===== src/rtl/prbs_mon_pkg.sv =====
package prbs_mon_pkg;

  typedef enum logic [1:0] {
    DET_SEED  = 2'd0,
    DET_TRACK = 2'd1,
    DET_LOCK  = 2'd2
  } det_state_e;

  // Raw next bit of an LFSR whose history has the newest bit at index 0.
  function automatic logic lfsr_feedback(input logic [31:0] hist, input int tap, input int len);
    return hist[tap-1] ^ hist[len-1];
  endfunction

  // True when the newest n history bits are all zero.
  function automatic logic zero_window(input logic [31:0] hist, input int n);
    return (hist & ((32'd1 << n) - 32'd1)) == 32'd0;
  endfunction

endpackage


===== src/rtl/frame_tracker.sv =====
module frame_tracker #(
  parameter int DS1_LEN  = 193,
  parameter int DS1_HDR  = 1,
  parameter int CEPT_LEN = 256,
  parameter int CEPT_HDR = 8,
  parameter int POS_W    = $clog2((DS1_LEN > CEPT_LEN) ? DS1_LEN : CEPT_LEN)
) (
  input  logic clk,
  input  logic rst_n,
  input  logic bit_en,
  input  logic frame_start,
  input  logic mode_cept,
  output logic cmp_en,
  output logic first_payload
);

  localparam logic [POS_W-1:0] DS1_LAST  = POS_W'(DS1_LEN - 1);
  localparam logic [POS_W-1:0] CEPT_LAST = POS_W'(CEPT_LEN - 1);
  localparam logic [POS_W-1:0] DS1_H     = POS_W'(DS1_HDR);
  localparam logic [POS_W-1:0] CEPT_H    = POS_W'(CEPT_HDR);

  logic [POS_W-1:0] last_pos;
  logic [POS_W-1:0] cur_pos;
  logic [POS_W-1:0] frame_last;
  logic [POS_W-1:0] hdr_len;

  assign frame_last = mode_cept ? CEPT_LAST : DS1_LAST;
  assign hdr_len    = mode_cept ? CEPT_H : DS1_H;

  always_comb begin
    if (frame_start)
      cur_pos = '0;
    else if (last_pos >= frame_last)
      cur_pos = '0;
    else
      cur_pos = last_pos + 1'b1;
  end

  assign cmp_en        = bit_en && (cur_pos >= hdr_len);
  assign first_payload = bit_en && (cur_pos == hdr_len);

  always_ff @(posedge clk) begin
    if (!rst_n)
      last_pos <= '1;
    else if (bit_en)
      last_pos <= cur_pos;
  end

endmodule


===== src/rtl/pattern_detector.sv =====
module pattern_detector
  import prbs_mon_pkg::*;
#(
  parameter int LEN       = 15,
  parameter int TAP       = 14,
  parameter int ZS_RUN    = 0,
  parameter int LOCK_RUN  = 256,
  parameter int ERR_LIMIT = 32,
  parameter int EW        = $clog2(ERR_LIMIT + 2)
) (
  input  logic          clk,
  input  logic          rst_n,
  input  logic          cmp_en,
  input  logic          first_payload,
  input  logic          rx_bit,
  output logic          locked,
  output logic          mismatch,
  output logic [EW-1:0] err_count
);

  localparam int SW = $clog2(LEN + 1);
  localparam int RW = $clog2(LOCK_RUN + 1);
  localparam logic [SW-1:0] SEED_LAST = SW'(LEN - 1);
  localparam logic [RW-1:0] RUN_LAST  = RW'(LOCK_RUN - 1);
  localparam logic [EW-1:0] ERR_MAX   = EW'(ERR_LIMIT);

  det_state_e     state;
  logic [LEN-1:0] shreg;
  logic [SW-1:0]  seed_cnt;
  logic [RW-1:0]  run_cnt;
  logic [EW-1:0]  err_cnt;

  logic           raw_next;
  logic           zs_hit;
  logic           pred_bit;
  logic [LEN-1:0] seed_full;

  assign raw_next = lfsr_feedback(32'(shreg), TAP, LEN);

  generate
    if (ZS_RUN > 0) begin : g_zs
      assign zs_hit = zero_window(32'(shreg), ZS_RUN);
    end else begin : g_plain
      assign zs_hit = 1'b0;
    end
  endgenerate

  assign pred_bit  = raw_next | zs_hit;
  assign seed_full = {shreg[LEN-2:0], rx_bit};
  assign mismatch  = cmp_en && (state != DET_SEED) && (rx_bit != pred_bit);
  assign locked    = (state == DET_LOCK);
  assign err_count = err_cnt;

  always_ff @(posedge clk) begin
    if (!rst_n) begin
      state    <= DET_SEED;
      shreg    <= '0;
      seed_cnt <= '0;
      run_cnt  <= '0;
      err_cnt  <= '0;
    end else if (cmp_en) begin
      case (state)
        DET_SEED: begin
          shreg <= seed_full;
          if (seed_cnt == SEED_LAST) begin
            seed_cnt <= '0;
            run_cnt  <= '0;
            if (seed_full != '0)
              state <= DET_TRACK;
          end else begin
            seed_cnt <= seed_cnt + 1'b1;
          end
        end
        DET_TRACK: begin
          shreg <= {shreg[LEN-2:0], raw_next};
          if (mismatch) begin
            state    <= DET_SEED;
            seed_cnt <= '0;
          end else if (run_cnt == RUN_LAST) begin
            state   <= DET_LOCK;
            err_cnt <= '0;
          end else begin
            run_cnt <= run_cnt + 1'b1;
          end
        end
        DET_LOCK: begin
          shreg <= {shreg[LEN-2:0], raw_next};
          if (first_payload) begin
            err_cnt <= mismatch ? EW'(1) : '0;
          end else if (mismatch) begin
            if (err_cnt >= ERR_MAX) begin
              state    <= DET_SEED;
              seed_cnt <= '0;
              err_cnt  <= '0;
            end else begin
              err_cnt <= err_cnt + 1'b1;
            end
          end
        end
        default: begin
          state    <= DET_SEED;
          seed_cnt <= '0;
        end
      endcase
    end
  end

endmodule


===== src/rtl/prbs_lock_monitor.sv =====
module prbs_lock_monitor #(
  parameter int DS1_LEN   = 193,
  parameter int DS1_HDR   = 1,
  parameter int CEPT_LEN  = 256,
  parameter int CEPT_HDR  = 8,
  parameter int LOCK_RUN  = 256,
  parameter int ERR_LIMIT = 32,
  parameter int ZS_RUN    = 14
) (
  input  logic clk,
  input  logic rst_n,
  input  logic bit_en,
  input  logic rx_bit,
  input  logic frame_start,
  input  logic mode_cept,
  output logic lock_p15,
  output logic lock_qrs
);

  localparam int EW = $clog2(ERR_LIMIT + 2);

  logic          cmp_en;
  logic          first_pl;
  logic          mis15;
  logic          mis20;
  logic [EW-1:0] err15;
  logic [EW-1:0] err20;

  frame_tracker #(
    .DS1_LEN (DS1_LEN),
    .DS1_HDR (DS1_HDR),
    .CEPT_LEN(CEPT_LEN),
    .CEPT_HDR(CEPT_HDR)
  ) u_frame (
    .clk          (clk),
    .rst_n        (rst_n),
    .bit_en       (bit_en),
    .frame_start  (frame_start),
    .mode_cept    (mode_cept),
    .cmp_en       (cmp_en),
    .first_payload(first_pl)
  );

  pattern_detector #(
    .LEN(15), .TAP(14), .ZS_RUN(0),
    .LOCK_RUN(LOCK_RUN), .ERR_LIMIT(ERR_LIMIT), .EW(EW)
  ) u_det15 (
    .clk          (clk),
    .rst_n        (rst_n),
    .cmp_en       (cmp_en),
    .first_payload(first_pl),
    .rx_bit       (rx_bit),
    .locked       (lock_p15),
    .mismatch     (mis15),
    .err_count    (err15)
  );

  pattern_detector #(
    .LEN(20), .TAP(17), .ZS_RUN(ZS_RUN),
    .LOCK_RUN(LOCK_RUN), .ERR_LIMIT(ERR_LIMIT), .EW(EW)
  ) u_det20 (
    .clk          (clk),
    .rst_n        (rst_n),
    .cmp_en       (cmp_en),
    .first_payload(first_pl),
    .rx_bit       (rx_bit),
    .locked       (lock_qrs),
    .mismatch     (mis20),
    .err_count    (err20)
  );

endmodule


===== config.mk =====
export PLATFORM = sky130hd
export DESIGN_NAME = prbs_lock_monitor
export DESIGN_NICKNAME = d
export VERILOG_FILES = /design/src/rtl/prbs_mon_pkg.sv /design/src/rtl/frame_tracker.sv /design/src/rtl/pattern_detector.sv /design/src/rtl/prbs_lock_monitor.sv
export SDC_FILE = /design/constraint.sdc
export NUM_CORES = 1
export LEC_CHECK = 0
export ABC_AREA = 1
export BUFFER_PORTS_ARGS = -buffer_cell sky130_fd_sc_hd__buf_4
export CELL_PAD_IN_SITES_DETAIL_PLACEMENT = 1
export CELL_PAD_IN_SITES_GLOBAL_PLACEMENT = 2
export CORE_ASPECT_RATIO = 1.1
export CORE_MARGIN = 2
export CORE_UTILIZATION = 39
export DETAILED_ROUTE_END_ITERATION = 16
export PLACE_DENSITY_LB_ADDON = 0.1
export SYNTH_ARGS = -nofsm -noshare
export SYNTH_HDL_FRONTEND = slang
export SYNTH_HIERARCHICAL = 1
export SYNTH_SLANG_ARGS = --single-unit

===== constraint.sdc =====
create_clock -name clk -period 8.25 [get_ports clk]
set_input_delay 0.825 -clock clk [delete_from_list [all_inputs] [get_ports clk]]
set_output_delay 0.825 -clock clk [all_outputs]
set_load 0.01 [all_outputs]

Word-level counts from Yosys, hierarchy flattened
Index checks and enable logic that the tools add are counted.
{"block": "op_classes", "n_addsub": 7, "n_lt_le_gt_ge": 4, "n_eq_ne": 33, "muxes": 56, "n_bitwise": 3, "reduce_logical": 31}
{"operator": "6-bit 2-to-1 mux", "count": 11}
{"operator": "9-bit 2-to-1 mux", "count": 6}
{"operator": "20-bit case mux with 2 select lines", "count": 1}
{"operator": "9-bit case mux with 2 select lines", "count": 2}
{"operator": "32-bit logical NOT", "count": 1}
{"operator": "15-bit case mux with 2 select lines", "count": 1}
{"operator": "5-bit AND reduction", "count": 6}
{"operator": "2-bit 2-to-1 mux", "count": 14}
{"operator": "5-bit 2-to-1 mux", "count": 5}
{"operator": "4-bit 2-to-1 mux", "count": 6}
{"operator": "2-bit by 1-bit != test with 1-bit output (second input constant)", "count": 12}
{"operator": "6-bit case mux with 2 select lines", "count": 2}
{"operator": "20-bit nonzero test", "count": 1}
{"operator": "9-bit by 1-bit adder with 9-bit output (second input constant)", "count": 2}
{"operator": "9-bit by 8-bit == test with 1-bit output (second input constant)", "count": 2}
{"operator": "8-bit greater-or-equal comparator", "count": 2}
{"operator": "8-bit 2-to-1 mux", "count": 2}
{"operator": "2-bit nonzero test", "count": 8}
{"operator": "5-bit case mux with 3 select lines", "count": 1}
{"operator": "15-bit nonzero test", "count": 1}
{"operator": "7-bit AND reduction", "count": 2}
{"operator": "6-bit by 1-bit adder with 6-bit output (second input constant)", "count": 2}
{"operator": "6-bit greater-or-equal comparator (second input constant)", "count": 2}
{"operator": "2-bit != test (second input constant)", "count": 6}
{"operator": "other kinds (19)", "count": 36}
{"block": "totals", "register_bits": 86, "input_bits": 6, "out_inout_bits": 2, "elab_cells": 145}

Logic depth before layout (Yosys ltp)
Gate-level depths: netlist (run 1).
{"block": "depth", "word_depth": 11, "mapped_depth": 27, "depth_no_buf": 27}

Cells and area by module
Netlist (run 1), hierarchy kept.
{"module": "pattern_detector (u_det20)", "n_inst": 1, "cells_per_inst": 322, "area_per_inst_um2": 2188.3, "seq_area_each_um2": 840.8}
{"module": "pattern_detector (u_det15)", "n_inst": 1, "cells_per_inst": 284, "area_per_inst_um2": 1969.4, "seq_area_each_um2": 720.7}
{"module": "frame_tracker", "n_inst": 1, "cells_per_inst": 119, "area_per_inst_um2": 807.0, "seq_area_each_um2": 160.2}

Worst setup path before layout (run 1)
No wires, ideal clock.
{"block": "synth_path", "path_kind": "input port to flip-flop", "start": "input mode_cept", "end": "register u_det20.err_cnt[2], in the netlist u_det20/err_count[2]", "setup_ns": 0.117, "t_arrival_ns": 3.572, "setup_slack_ns": 4.561, "cell_stages": 23, "path_buffers": 0, "path_cell_list": "inv_1 > ha_1 > nand2_1 > nand2_1 > a21oi_4 > a21boi_4 > nand2_1 > ha_1 > nand2_1 > inv_1 > nand3_1 > nand3_1 > nor2_1 > nor2_1 > inv_1 > nor2_1 > nand3_4 > nand3_1 > inv_2 > nor2_4 > nand2_1 > nand2_1 > nor2_1"}
{"block": "synth_between", "elab_chain_len": 10, "word_cells_on_any_way": 16, "cone_classes": "order compare: 2; eq/ne: 3; mux: 6; reduce/logical: 5"}
{"element": "from (decl)", "line_no": "prbs_lock_monitor.sv:15", "source": "input logic mode_cept,"}
{"element": "6-bit 2-to-1 mux", "line_no": "frame_tracker.sv:27", "source": "assign frame_last = mode_cept ? CEPT_LAST : DS1_LAST;"}
{"element": "8-bit greater-or-equal comparator", "line_no": "frame_tracker.sv:33", "source": "else if (last_pos >= frame_last)"}
{"element": "8-bit 2-to-1 mux", "line_no": "frame_tracker.sv:33"}
{"element": "8-bit 2-to-1 mux", "line_no": "frame_tracker.sv:31", "source": "if (frame_start)"}
{"element": "8-bit greater-or-equal comparator *", "line_no": "frame_tracker.sv:39", "source": "assign cmp_en = bit_en && (cur_pos >= hdr_len);"}
{"element": "1-bit logical AND *", "line_no": "frame_tracker.sv:39"}
{"element": "via cmp_en", "line_no": "prbs_lock_monitor.sv:22", "source": "logic cmp_en;"}
{"element": "1-bit logical AND (2 in series)", "line_no": "pattern_detector.sv:50", "source": "assign mismatch = cmp_en && (state != DET_SEED) && (rx_bit != pred_bit);"}
{"element": "3-bit by 1-bit != test with 1-bit output (no line) or 2-bit != test (tied branches)"}
{"element": "5-bit AND reduction (no line) *"}
{"element": "to (signal assigned)", "line_no": "pattern_detector.sv:89", "source": "err_cnt <= mismatch ? EW'(1) : '0;"}
{"element": "to (signal assigned)", "line_no": "pattern_detector.sv:96", "source": "err_cnt <= err_cnt + 1'b1;"}
{"element": "to (decl)", "line_no": "pattern_detector.sv:31", "source": "logic [EW-1:0] err_cnt;"}
The timed path passes the listed nets; every way through them passes the cells marked *.
A chain may end at the register's enable or synchronous reset.

Worst setup path after layout (run 1)
{"block": "layout_path", "start": "input mode_cept", "end": "register u_det20.shreg[4]"}
{"block": "layout_between", "elab_chain_len": 7, "word_cells_on_any_way": 8, "cone_classes": "order compare: 2; mux: 4; reduce/logical: 2"}
{"element": "6-bit 2-to-1 mux", "line_no": "frame_tracker.sv:27"}
{"element": "8-bit greater-or-equal comparator", "line_no": "frame_tracker.sv:33"}
{"element": "8-bit 2-to-1 mux", "line_no": "frame_tracker.sv:33"}
{"element": "8-bit 2-to-1 mux", "line_no": "frame_tracker.sv:31"}
{"element": "8-bit greater-or-equal comparator *", "line_no": "frame_tracker.sv:39"}
{"element": "1-bit logical AND *", "line_no": "frame_tracker.sv:39"}
{"element": "via cmp_en", "line_no": "prbs_lock_monitor.sv:22"}
{"element": "2-bit AND reduction (no line) *"}
{"element": "to (signal assigned)", "line_no": "pattern_detector.sv:64", "source": "shreg <= seed_full;"}
{"element": "to (signal assigned)", "line_no": "pattern_detector.sv:75", "source": "shreg <= {shreg[LEN-2:0], raw_next};"}
{"element": "to (signal assigned)", "line_no": "pattern_detector.sv:87", "source": "shreg <= {shreg[LEN-2:0], raw_next};"}
{"element": "to (decl)", "line_no": "pattern_detector.sv:28", "source": "logic [LEN-1:0] shreg;"}
Marked as above.

==> results.md, run 1 <==
- Total GRT Usage: 18.7%
- Non-Filler Instances: 888
- Vias in the first global route: 4710
- Hold Buf Count CTS: 0
- CP max FO: 22
- Area of the multi-input gates: 2850 sq um
- Clock Path Buffers: 2
- Final Hold Viols: 0
- Setup Fix Bufs, Post-CTS: 0
- Post-Place Cell Area: 5150 sq um
- Synthesis Warnings: 6
- Setup TNS Final: 0 ps
- Initial antenna violation count: 0
- Syn Std Cell Area: 4960 sq um
- Worst-Margin Slew: 665 ps
- Fin util: 43.8%
- Fraction of layout cells with a size suffix above 1: 9.30%
- Tcrit/Tclk final: 52.0%
- Worst hold path class: register to register
- Outcome: complete, no violations
- Placeable Area: 12500 sq um
- Cell Pwr Density: 208 nW/um^2
- Final setup violating endpoints: 0
- # resized after CTS: 0
- Crit path time final: 4290 ps
- Global-route wire length before repair: 21200 um
- Num ports: 8
- Clock sinks: 86
- Inserted Clock Buffers: 9
- Critical Path RT: 8490 ps
- Antenna fix cells: 0
- CP peak stage delay: 470 ps
- CP Buf/Inv Count: 6
- First drt pass iteration count: 4
- Placed insts: 872
- DR iter-0 viols: 183
- Gp weighted congestion: 0.819
- Post-route cell area: 5490 sq um
- Fin nets: 760
- Fmax: 233 MHz
- Crit path cell chain: buf_4 > inv_1 > ha_1 > nand2_1 > nand2_1 > a21oi_4 > a21boi_4 > nand2_1 > ha_1 > nand2_1 > inv_1 > nand3_1 > nand3_1 > nor2_1 > nor2_1 > inv_1 > nor2_1 > buf_4 > clkinv_1 > nor2_1 > nor2_1
- Layout fillers: 1588
- Crit path arrival time: 4520 ps
- Antenna-violating nets left: 0
- RSZ-0062 raised after global routing: false
- CTS HTree Levels: 3
- CTS tree: built
- Crit. End Element: register
- Initial Utilization: 39.5%
- CP max stage cell: clkinv_1
- Reg area: 1720 sq um
- CP Launch Type: primary input
- Mapped Nets: 757
- Vias/cell: 5.10
- Clk_skew: 4.29 ps
- DIE AREA: 13600 sq um
- Max IR drop VDD: 0.0000837 V
- Syn Inst Count: 723
- Normalized max-slew margin: 55.6%
- Clock root buffer: clkbuf_16
- Via count: 4529
- Syn Area/Cell: 6.86 sq um
- Kind of cell adding the most delay to the critical path: simple AND/OR/NAND/NOR gates
- Register clock-pin slew on the reported worst setup and hold paths: 60 ps
- FP Rows: 43
- Die W: 111 um
- CP Class: primary input to register
- Drt drc: 0
- Area Growth Syn to Fin: 10.7%
- Pleak: 2.34 nW
- Clock Latency Late Sink: 350 ps
- Buffers added on ports: 7
- Die H: 122 um
- Detail Placement HPWL: 8720 um
- MaxCap Viol Count: 0
- Overflow after GRT: 0
- CP dominant cell by count: nor2_1
- Largest net degree at the start of global routing: 71
- WL final: 11800 um
- Fin. max-slew vios: 0
- WL per Instance: 13.3 um
-- area by class of cell --
class                   instances  area share, %
clock buffers                  10           4.17
clock inverters                 6           2.01
inverters                      85           5.81
multi-input cells             536           52.0
flip-flops and latches         86           31.4
well taps                     157           3.58
repair buffers                  8           1.09
-- through the flow --
stage / total power, mW / worst slack [ps] / hold WS (ps)
6_report: 1.14 / 3960 / 468
5_1_grt: 1.21 / 3510 / 491
4_1_cts: 1.16 / 3930 / 470
3_5_place_dp: 0.690 / 3560 / 461
3_3_place_gp: 0.681 / 3720 / 452
2_1_floorplan: 0.640 / 4570 / 444
-- worst reg2reg max path: stages, from the launching register on --
cell and delay, ps:
dfxtp_1 380, inv_1 90, ha_1 300, inv_1 60, nand2_1 40, nand2_1 60
nand2_1 50, nand2_1 70, nand2_2 70, a21boi_4 240, nand2_1 110, ha_1 280
nand2_1 40, inv_1 50, nand3_1 100, nand3_1 90, nor2_1 40, nor2_1 400
inv_1 160, nor2_1 120, buf_4 240, clkinv_1 470, nor2_1 270, nor2_1 70
-- state kept, by name, summed over array words and instances, names as in the netlist --
name               count
u_det20/run_cnt        9
u_det15/run_cnt        9
u_det20/seed_cnt       5
u_det15/state          2
u_det15/shreg         15
u_frame/last_pos       8
u_det15/seed_cnt       4
u_det20/shreg         20
u_det20/state          2
u_det15/err_count      6
u_det20/err_count      6
-- where the power goes --
part	switching, mW	internal (mW)
sequential	0.0296	0.449
clock	0.169	0.295
combinational	0.128	0.0717
total	0.326	0.816
-- placed cells by master, fill, tap and decap left out, types with 3 or more instances in the layout --
cell       count
nand2_1      140
inv_1         76
o21ai_0       48
nand3_2        5
o21ai_1        3
dfxtp_1       86
nand4_1       10
nand2_2        5
xor2_1        10
bufinv_16      3
inv_2          7
a21oi_4        4
o211ai_1       9
nand3_1       44
nor2_1       153
ha_1          28
clkbuf_16      9
nand3b_1       3
nor3_1         5
a21oi_1       33
buf_4          8
nor2_4         5
-- per-layer routing --
layer | track usage [%] | vias up | share of wire (%) | wire length (um)
met5 | 0 | - | 0 | 0
met4 | 7.56 | 0 | 1.7 | 201
met3 | 2.72 | 14 | 1.9 | 225
met2 | 34.4 | 25 | 51 | 6100
met1 | 22.1 | 2162 | 45 | 5320
li1 | - | 2328 | - | -
-- final timing paths --
kind,from,endpoint,slack [ps],cells after the start
min,u_det15/run_cnt[8]$_SDFFE_PN0P_,u_det15/run_cnt[8]$_SDFFE_PN0P_,470,2
min reg2reg,u_det15/run_cnt[8]$_SDFFE_PN0P_,u_det15/run_cnt[8]$_SDFFE_PN0P_,470,2
max,mode_cept,u_det20/shreg[4]$_SDFFE_PN0P_,3960,21
max reg2reg,u_frame/last_pos[0]$_SDFFE_PN1P_,u_det20/shreg[4]$_SDFFE_PN0P_,4340,23
Note: power is estimated with default switching activity, not from simulation.
==> run 2, diff against run 1 <==
Settings changed: CORE_UTILIZATION 39 to 36.
Clock period 8.25 ns to 4.2 ns, I/O delays scaled along.
==> run 2 against run 1 <==
Effect of this change:
- worst setup slack got worse by 3400 ps
- global-route usage fell by 0.65 points
- sequential cell count did not move
- total power rose by 86%
- first-iteration DRC count fell by 29%
- count of clock-buffer cells in the layout fell by 1
- worst hold slack got worse by 98 ps
- critical path depth rose by 4
- sequential power rose by 97%
- final area fell by 0.32%
- final cell count rose by 2.9%
- register-to-register slack got worse by 3800 ps
- largest cell class unchanged
==> results.md, run 2 (same netlist as run 1, synthesis figures left out) <==
- Outcome: complete, no violations
- Hold Buf Count CTS: 0 (unchanged)
- Setup Fix Bufs, Post-CTS: 0 (unchanged)
- CP max FO: 10 (-55%)
- Buffers added on ports: 7 (unchanged)
- Die W: 116 um (+3.9%)
- Antenna-violating nets left: 0 (unchanged)
- RSZ-0062 raised after global routing: false
- Clock root buffer: clkbuf_16
- Overflow after GRT: 0 (unchanged)
- Drt drc: 0 (unchanged)
- MaxCap Viol Count: 0 (unchanged)
- Setup TNS Final: 0 ps (unchanged)
- CP dominant cell by count: nand2_1
- Antenna fix cells: 0 (unchanged)
- Top flop regs: u_det20/shreg (20), u_det15/shreg (15)
- Reg area: 1720 sq um (unchanged)
- CTS HTree Levels: 3 (unchanged)
- Fraction of layout cells with a size suffix above 1: 9.45% (+0.15 points)
- Vias/cell: 4.95 (-3.0%)
- CP peak stage delay: 390 ps (-80 ps)
- Most frequent cells in the layout: nor2_1 (152), nand2_1 (140), dfxtp_1 (86)
- Final Hold Viols: 0 (unchanged)
- Max reg flops: 20 (unchanged)
- Placed insts: 900 (+3.2%)
- Inserted Clock Buffers: 9 (unchanged)
- Layout fillers: 1736 (+9.3%)
- Vias in the first global route: 4683 (-0.57%)
- Normalized max-slew margin: 53.0% (-2.6 points)
- Fmax: 274 MHz
- Crit path time final: 3650 ps
- Crit path arrival time: 3890 ps (-630 ps)
- CP Buf/Inv Count: 5 (-1)
- Placeable Area: 13300 sq um (+6.3%)
- Clock Latency Late Sink: 350 ps (about the same)
- CP Launch Type: register
- Crit. End Element: register
- Largest net degree at the start of global routing: 71 (unchanged)
- Fin. max-slew vios: 0 (unchanged)
- Initial Utilization: 37.2% (-2.3 points)
- CP Class: register to register
- Worst hold path class: primary input to register
- Total GRT Usage: 18.1% (-0.65 points)
- Num ports: 8 (unchanged)
- First drt pass iteration count: 4 (unchanged)
- Area Growth Syn to Fin: 10.3%
- Clock sinks: 86 (unchanged)
- Final setup violating endpoints: 0 (unchanged)
- Detail Placement HPWL: 8880 um (+1.8%)
- Register clock-pin slew on the reported worst setup and hold paths: 60 ps (about the same)
- Pleak: 2.32 nW (-0.73%)
- DIE AREA: 14700 sq um (+8.0%)
- Gp weighted congestion: 0.764 (-6.6%)
- WL final: 12200 um (+3.2%)
- Max IR drop VDD: 0.000179 V (+110%)
- Critical Path RT: 4440 ps (-4050 ps)
- Commonest non-fill, non-tap cell in the layout: nor2_1
- Tcrit/Tclk final: 87.0%
- # resized after CTS: 0 (unchanged)
- CTS tree: built
- FP Rows: 44 (+2.3%)
- Initial antenna violation count: 0 (unchanged)
- WL per Instance: 13.4 um (+0.22%)
- Clk_skew: 6.08 ps (+1.78 ps)
- Kind of cell adding the most delay to the critical path: simple AND/OR/NAND/NOR gates
- Die H: 127 um (+4.0%)
- Worst-Margin Slew: 705 ps (+39.4 ps)
- Area of the multi-input gates: 2850 sq um (about the same)
- Clock Path Buffers: 2 (unchanged)
- Cell Pwr Density: 388 nW/um^2 (+86%)
- DR iter-0 viols: 130 (-29%)
- CP max stage cell: dfxtp_1
- Fin nets: 761 (+0.13%)
- Via count: 4523 (-0.13%)
- Most flop-heavy register: u_det20/shreg
- Global-route wire length before repair: 21500 um (+1.5%)
- Non-Filler Instances: 914 (+2.9%)
==> run 2: metal layers <==
metal | track usage, % | wire length [um]
met1 | 20.5 | 5460
met2 | 33.7 | 6380
met3 | 2.66 | 172
met4 | 6.93 | 206
met5 | 0 | 0
==> run 2: path summary, 6_finish.rpt <==
kind | startpoint | endpoint | slack [ps] | cells past startpoint
min reg2reg | u_det20/err_count[5]$_SDFFE_PN0P_ | u_det20/err_count[5]$_SDFFE_PN0P_ | 470 | 2
max | u_frame/last_pos[0]$_SDFFE_PN1P_ | u_det20/run_cnt[4]$_SDFFE_PN0P_ | 550 | 25
max reg2reg | u_frame/last_pos[0]$_SDFFE_PN1P_ | u_det20/run_cnt[4]$_SDFFE_PN0P_ | 550 | 25
min | bit_en | u_frame/last_pos[5]$_SDFFE_PN1P_ | 370 | 2
==> run 2: cell type report <==
cell class | instances | share of cell area [%]
clock buffers | 9 | 4.12
clock inverters | 5 | 0.961
inverters | 85 | 5.83
multi-input cells | 536 | 52.2
flip-flops and latches | 86 | 31.5
well taps | 184 | 4.21
repair buffers | 9 | 1.24
==> run 2: stage by stage <==
step                utilization, %  hold slack (ps)  total power [mW]  area, sq um  setup slack [ps]
floorplan                        -              444              1.26         4960               924
global placement              39.0              453              1.34         5190               308
detailed placement            39.0              458              1.36         5190               110
CTS                           41.0              368              2.16         5470               350
global route                  41.1              383              2.26         5470              70.6
finish                        41.1              370              2.12         5470               545
==> run 2: report_power, final <==
part / total (mW) / internal, mW / switching (mW)
Combinational: 0.395 / 0.143 / 0.252
Clock: 0.786 / 0.451 / 0.335
Sequential: 0.942 / 0.883 / 0.0592
Total: 2.12 / 1.48 / 0.646
==> run 2: worst register-to-register path, stage by stage, from the launching register on <==
cell     delay [ps]
dfxtp_1         390
inv_1            80
ha_1            290
inv_1            60
nand2_1          40
nand2_1          50
nand2_1          50
nand2_1          70
nand2_2          80
nand2_1         110
nand2_1         120
nor3b_2         250
ha_1            180
nand2_1          50
inv_1            40
nand3_1         100
nand3_1          90
nor2_1           50
nor2_2          250
inv_1           130
nor2_1          220
nand4_1         220
nand2_2         250
inv_1           140
o21ai_0         180
nor2_1           50
